$ cat src/rtl/fcr_pkg.sv
package fcr_pkg;
  localparam int DATA_W    = 8;
  localparam int BIT_RSV   = 0;
  localparam int BIT_REW   = 1;
  localparam int BIT_MODE  = 2;
  localparam int BIT_STOP  = 3;
  localparam int BIT_ABORT = 4;
  localparam int BIT_ERRIE = 5;
  localparam int BIT_ACCIE = 6;
  localparam int BIT_RDYIE = 7;

  typedef struct packed {
    logic rdy_ie;
    logic acc_ie;
    logic err_ie;
    logic stop;
    logic mode;
    logic rew;
  } fcr_ctl_t;

  function automatic logic [DATA_W-1:0] ctl_to_byte(fcr_ctl_t c);
    logic [DATA_W-1:0] b;
    b = '0;
    b[BIT_REW]   = c.rew;
    b[BIT_MODE]  = c.mode;
    b[BIT_STOP]  = c.stop;
    b[BIT_ERRIE] = c.err_ie;
    b[BIT_ACCIE] = c.acc_ie;
    b[BIT_RDYIE] = c.rdy_ie;
    return b;
  endfunction
endpackage

$ cat src/rtl/fcr_unlock.sv
module fcr_unlock (
  input  logic clk,
  input  logic rst,
  input  logic wr_hit,
  input  logic wr_other,
  input  logic rd_hit,
  input  logic wbit_rew,
  output logic armed
);
  // Armed after a write of 0 to the enable bit; any write to this register
  // consumes the state, other writes or a read of this register cancel it.
  always_ff @(posedge clk) begin
    if (rst) begin
      armed <= 1'b0;
    end else if (wr_hit) begin
      armed <= ~wbit_rew;
    end else if (wr_other || rd_hit) begin
      armed <= 1'b0;
    end
  end
endmodule

$ cat src/rtl/fcr_gate.sv
module fcr_gate
  import fcr_pkg::*;
(
  input  fcr_ctl_t          cur,
  input  logic              wr_hit,
  input  logic              armed,
  input  logic [DATA_W-1:0] wdata,
  input  logic              seq_ready,
  input  logic              rdy_irq_pend,
  input  logic              acc_err_pend,
  output fcr_ctl_t          nxt,
  output logic              abort_req
);
  logic clear_blocked;

  always_comb begin
    clear_blocked = rdy_irq_pend | acc_err_pend;
    nxt = cur;
    if (wr_hit) begin
      nxt.rdy_ie = wdata[BIT_RDYIE];
      nxt.acc_ie = wdata[BIT_ACCIE];
      nxt.err_ie = wdata[BIT_ERRIE];
      nxt.mode   = wdata[BIT_MODE];
      if (wdata[BIT_REW]) begin
        nxt.rew = cur.rew | armed;
      end else begin
        nxt.rew = cur.rew & clear_blocked;
      end
      if (cur.rew) begin
        nxt.stop = wdata[BIT_STOP] ? (cur.stop | seq_ready) : 1'b0;
      end
    end
    if (!nxt.rew) begin
      nxt.stop = 1'b0;
    end
    abort_req = wr_hit & wdata[BIT_ABORT] & cur.rew & ~seq_ready;
  end
endmodule

$ cat src/rtl/fcr_rdport.sv
module fcr_rdport
  import fcr_pkg::*;
(
  input  logic              clk,
  input  logic              rst,
  input  logic              rd_hit,
  input  fcr_ctl_t          cur,
  output logic [DATA_W-1:0] rdata
);
  always_ff @(posedge clk) begin
    if (rst) begin
      rdata <= '0;
    end else if (rd_hit) begin
      rdata <= ctl_to_byte(cur);
    end
  end
endmodule

$ cat src/rtl/flash_ctl_guard.sv
module flash_ctl_guard
  import fcr_pkg::*;
#(
  parameter int                ADDR_W   = 8,
  parameter logic [ADDR_W-1:0] REG_ADDR = 8'h3C
) (
  input  logic              clk,
  input  logic              rst,
  input  logic [ADDR_W-1:0] bus_addr,
  input  logic              bus_wr,
  input  logic              bus_rd,
  input  logic [DATA_W-1:0] bus_wdata,
  output logic [DATA_W-1:0] bus_rdata,
  input  logic              seq_ready,
  input  logic              rdy_irq_pend,
  input  logic              acc_err_pend,
  output logic              rew_en,
  output logic              mode_sel,
  output logic              flash_stop,
  output logic              seq_abort,
  output logic              err_ie,
  output logic              acc_ie,
  output logic              rdy_ie
);
  logic     sel;
  logic     wr_hit;
  logic     wr_other;
  logic     rd_hit;
  logic     armed;
  logic     abort_req;
  fcr_ctl_t ctl_q;
  fcr_ctl_t ctl_d;

  assign sel      = (bus_addr == REG_ADDR);
  assign wr_hit   = bus_wr & sel;
  assign wr_other = bus_wr & ~sel;
  assign rd_hit   = bus_rd & sel;

  fcr_unlock u_unlock (
    .clk      (clk),
    .rst      (rst),
    .wr_hit   (wr_hit),
    .wr_other (wr_other),
    .rd_hit   (rd_hit),
    .wbit_rew (bus_wdata[BIT_REW]),
    .armed    (armed)
  );

  fcr_gate u_gate (
    .cur          (ctl_q),
    .wr_hit       (wr_hit),
    .armed        (armed),
    .wdata        (bus_wdata),
    .seq_ready    (seq_ready),
    .rdy_irq_pend (rdy_irq_pend),
    .acc_err_pend (acc_err_pend),
    .nxt          (ctl_d),
    .abort_req    (abort_req)
  );

  always_ff @(posedge clk) begin
    if (rst) begin
      ctl_q     <= '0;
      seq_abort <= 1'b0;
    end else begin
      ctl_q     <= ctl_d;
      seq_abort <= abort_req;
    end
  end

  fcr_rdport u_rdport (
    .clk    (clk),
    .rst    (rst),
    .rd_hit (rd_hit),
    .cur    (ctl_q),
    .rdata  (bus_rdata)
  );

  assign rew_en     = ctl_q.rew;
  assign mode_sel   = ctl_q.mode;
  assign flash_stop = ctl_q.stop;
  assign err_ie     = ctl_q.err_ie;
  assign acc_ie     = ctl_q.acc_ie;
  assign rdy_ie     = ctl_q.rdy_ie;
endmodule

$ cat config.mk
export PLATFORM = sky130hd
export DESIGN_NAME = flash_ctl_guard
export DESIGN_NICKNAME = d
export VERILOG_FILES = /design/src/rtl/fcr_pkg.sv /design/src/rtl/fcr_unlock.sv /design/src/rtl/fcr_gate.sv /design/src/rtl/fcr_rdport.sv /design/src/rtl/flash_ctl_guard.sv
export SDC_FILE = /design/constraint.sdc
export NUM_CORES = 1
export LEC_CHECK = 0
export ABC_AREA = 1
export CORE_MARGIN = 1.5
export CORE_UTILIZATION = 39
export DETAILED_ROUTE_END_ITERATION = 12
export PLACE_DENSITY = 0.82
export SLEW_MARGIN = 20
export SYNTH_ARGS = -nofsm -noshare
export SYNTH_HDL_FRONTEND = slang
export SYNTH_SLANG_ARGS = --single-unit
$ cat constraint.sdc
create_clock -name clk -period 1.58 [get_ports clk]
set_input_delay 0.237 -clock clk [delete_from_list [all_inputs] [get_ports clk]]
set_output_delay 0.237 -clock clk [all_outputs]
set_load 0.1 [all_outputs]
==> flow_summary.ini <==
[outcome]
status = complete, no violations

[critical_path]
crit_slowest_cell = clkdlybuf4s50_1
startpoint_type = input pin
r2r_cells = 5
rrSetupSlack_ns = 0.62
rr_endpoint = flash_stop
max_stage_delay_ns = 0.46
crit_buf_inv = 3
crit_path_cell_trace = clkdlybuf4s50_1 > nand2_1 > inv_1 > nand2_2 > nor2_4 > buf_4 > nand3_1 > a21oi_1
critical_path_class = in -> reg
crit_required_ns = 1.79
path_delay_family = buffers and inverters
arrival_ns = 1.47
reg2reg_from = flash_stop
critPathMaxFanout = 7
end_kind = flip-flop

[routing]
wl_met2_um = 854
route.vias.total = 738
wl_per_cell_um = 12.2
ant_nets = 0
firstDrtPassIters = 4
wirelength_um = 1790
maxUsedRoutingLayer = met4
post-route-drc-count = 0
viasPerCell = 5.05
met3_length_um = 128
detail_route.iter0.violations = 22
drt-met1-wl_um = 760

[finish]
syn_to_final_growth_pct = 82.8
drive_gt1_share_pct = 20.0
layout_commonest_cell = nand2_1
layout_common_cells = nand2_1, clkdlybuf4s50_1, nand3_1
final_cells = 146
fillers = 103
multi_input_area_um2 = 297
diodes = 0
seq_area_um2 = 282
nNetsFinal = 154

[die]
ios = 38
core-area_um2 = 1520
start_util_pct = 42.4
num_rows = 14
die-height_um = 43.7
fp.dieW_um = 43.7
die_area_um2 = 1910

[sta]
rsz0062_at_grt = no
period_minus_slack_ns = 1.26
hold_slack_ns = 0.482
finalHoldViolations = 0
skew_ns = 0.00695
setup_viol = 0
finalCritPeriodShare_pct = 79.9
max_clock_freq_mhz = 793
drv_slew = 0
setup_tns_ns = 0

[global_route]
antenna_found_initial = 0
grt-ovfl-total = 0
grt_pass1_vias = 682
grt_pass1_wl_um = 2880
grtUsageTotal_pct = 20.4
grt_max_degree = 10

[synthesis]
ys_warn_count = 0
yosysSeqAreaShare_pct = 43.4
ys_ff_latch = 14
avgSynthCellArea_um2 = 7.09
syn_area_um2 = 646
synthCells = 91
synth_cell_types = 20

[clock_network]
cts_root_buf = clkbuf_4
postCtsSetupBuffers = 0
clk_path_buf_depth = 2
path_clk_slew_ns = 0.09
clock_latency_ns = 0.29
cts_htree_levels = 1
cts_tree = yes
cts_sinks = 14
cts_made_buffers = 3
ctsHoldBuffers = 0
cts-resized-gates = 0

[job]
cap_violations = 0

[pwr]
p_per_area_nw_per_um2 = 611
power.leakage_nw = 0.481
vdd_drop_max_mv = 0.570
p_total_uw = 721

[placed_design]
portBuffers = 34
dp_cells = 142
dp_hpwl_um = 1390
routabilityCongestion = 0.729

[hold_path]
hold_depth = 2
hold_path_class = reg -> reg
hp-start = u_unlock.armed
holdPathEnd = u_unlock.armed
[area by class of cell]
cell class                      instances  share of cell area, %
Inverter                               10                   3.18
Sequential cell                        14                   23.9
Tap cell                               16                   1.70
Clock buffer                            4                   3.08
Multi-Input combinational cell         63                   25.1
Timing Repair Buffer                   39                   43.1
[flip-flops by register name, summed over array words and instances (netlist names)]
register        count
flash_stop          1
rew_en              1
mode_sel            1
acc_ie              1
rdy_ie              1
u_unlock.armed      1
err_ie              1
u_rdport.rdata      6
seq_abort           1
[tightest hold or removal path, delay by kind of cell, from the launching register on]
kind | cells | cell delay [ns]
AND/OR/NAND/NOR | 1 | 0.07
AO/OA/AOI/OAI | 1 | 0.05
flip-flops | 1 | 0.32
[worst max-delay path by stage]
stage                         to  cells after the start   startpoint
6_report       u_rdport.rdata[5]                      8  bus_addr[4]
3_5_place_dp      u_unlock.armed                      8  bus_addr[4]
3_3_place_gp      u_unlock.armed                      8  bus_addr[5]
5_1_grt           u_unlock.armed                      8  bus_addr[4]
2_1_floorplan         flash_stop                      5   flash_stop
4_1_cts        u_rdport.rdata[5]                      8  bus_addr[4]
[layer usage]
metal | vias up | track usage (%)
li1 | 366 | -
met1 | 324 | 24.5
met2 | 41 | 32.6
met3 | 7 | 6.25
met4 | 0 | 10.3
met5 | - | 0
[report_power, final]
group          total, mW  internal [mW]  switching (mW)
combinational      0.108         0.0568          0.0512
sequential         0.353          0.353        0.000199
clock              0.260          0.140           0.120
[synthesized netlist by cell type, drive strengths merged]
| cell | count | area [µm²] |
|---|---|---|
| nor3 | 1 | 5.00 |
| nand4 | 1 | 6.26 |
| o21a | 1 | 7.51 |
| inv | 10 | 37.5 |
| a21oi | 11 | 55.1 |
| conb | 1 | 3.75 |
| clkbuf | 1 | 3.75 |
| nor2 | 5 | 28.8 |
| buf | 4 | 31.3 |
| nor2b | 1 | 6.26 |
| nand2 | 24 | 92.6 |
| nand3b | 1 | 7.51 |
| nand3 | 15 | 75.1 |
| o21ai | 1 | 5.00 |
| dfxtp | 14 | 280 |
[through the flow]
stage	setup WS, ns	util, %	instance area [µm²]
floorplan	0.0597	-	651
global placement	0.0688	75.0	1140
detailed placement	0.0487	75.0	1140
CTS	0.330	77.4	1180
global route	0.214	77.4	1180
finish	0.318	77.4	1180
[kinds of logic after synthesis]
family	after synthesis	share of synthesized area (%)
flip-flops	14	43.4
AO/OA/AOI/OAI	13	10.5
AND/OR/NAND/NOR	48	34.3
buffers and inverters	15	11.2
other	1	0.581
Power figures use the tool's default switching activity.
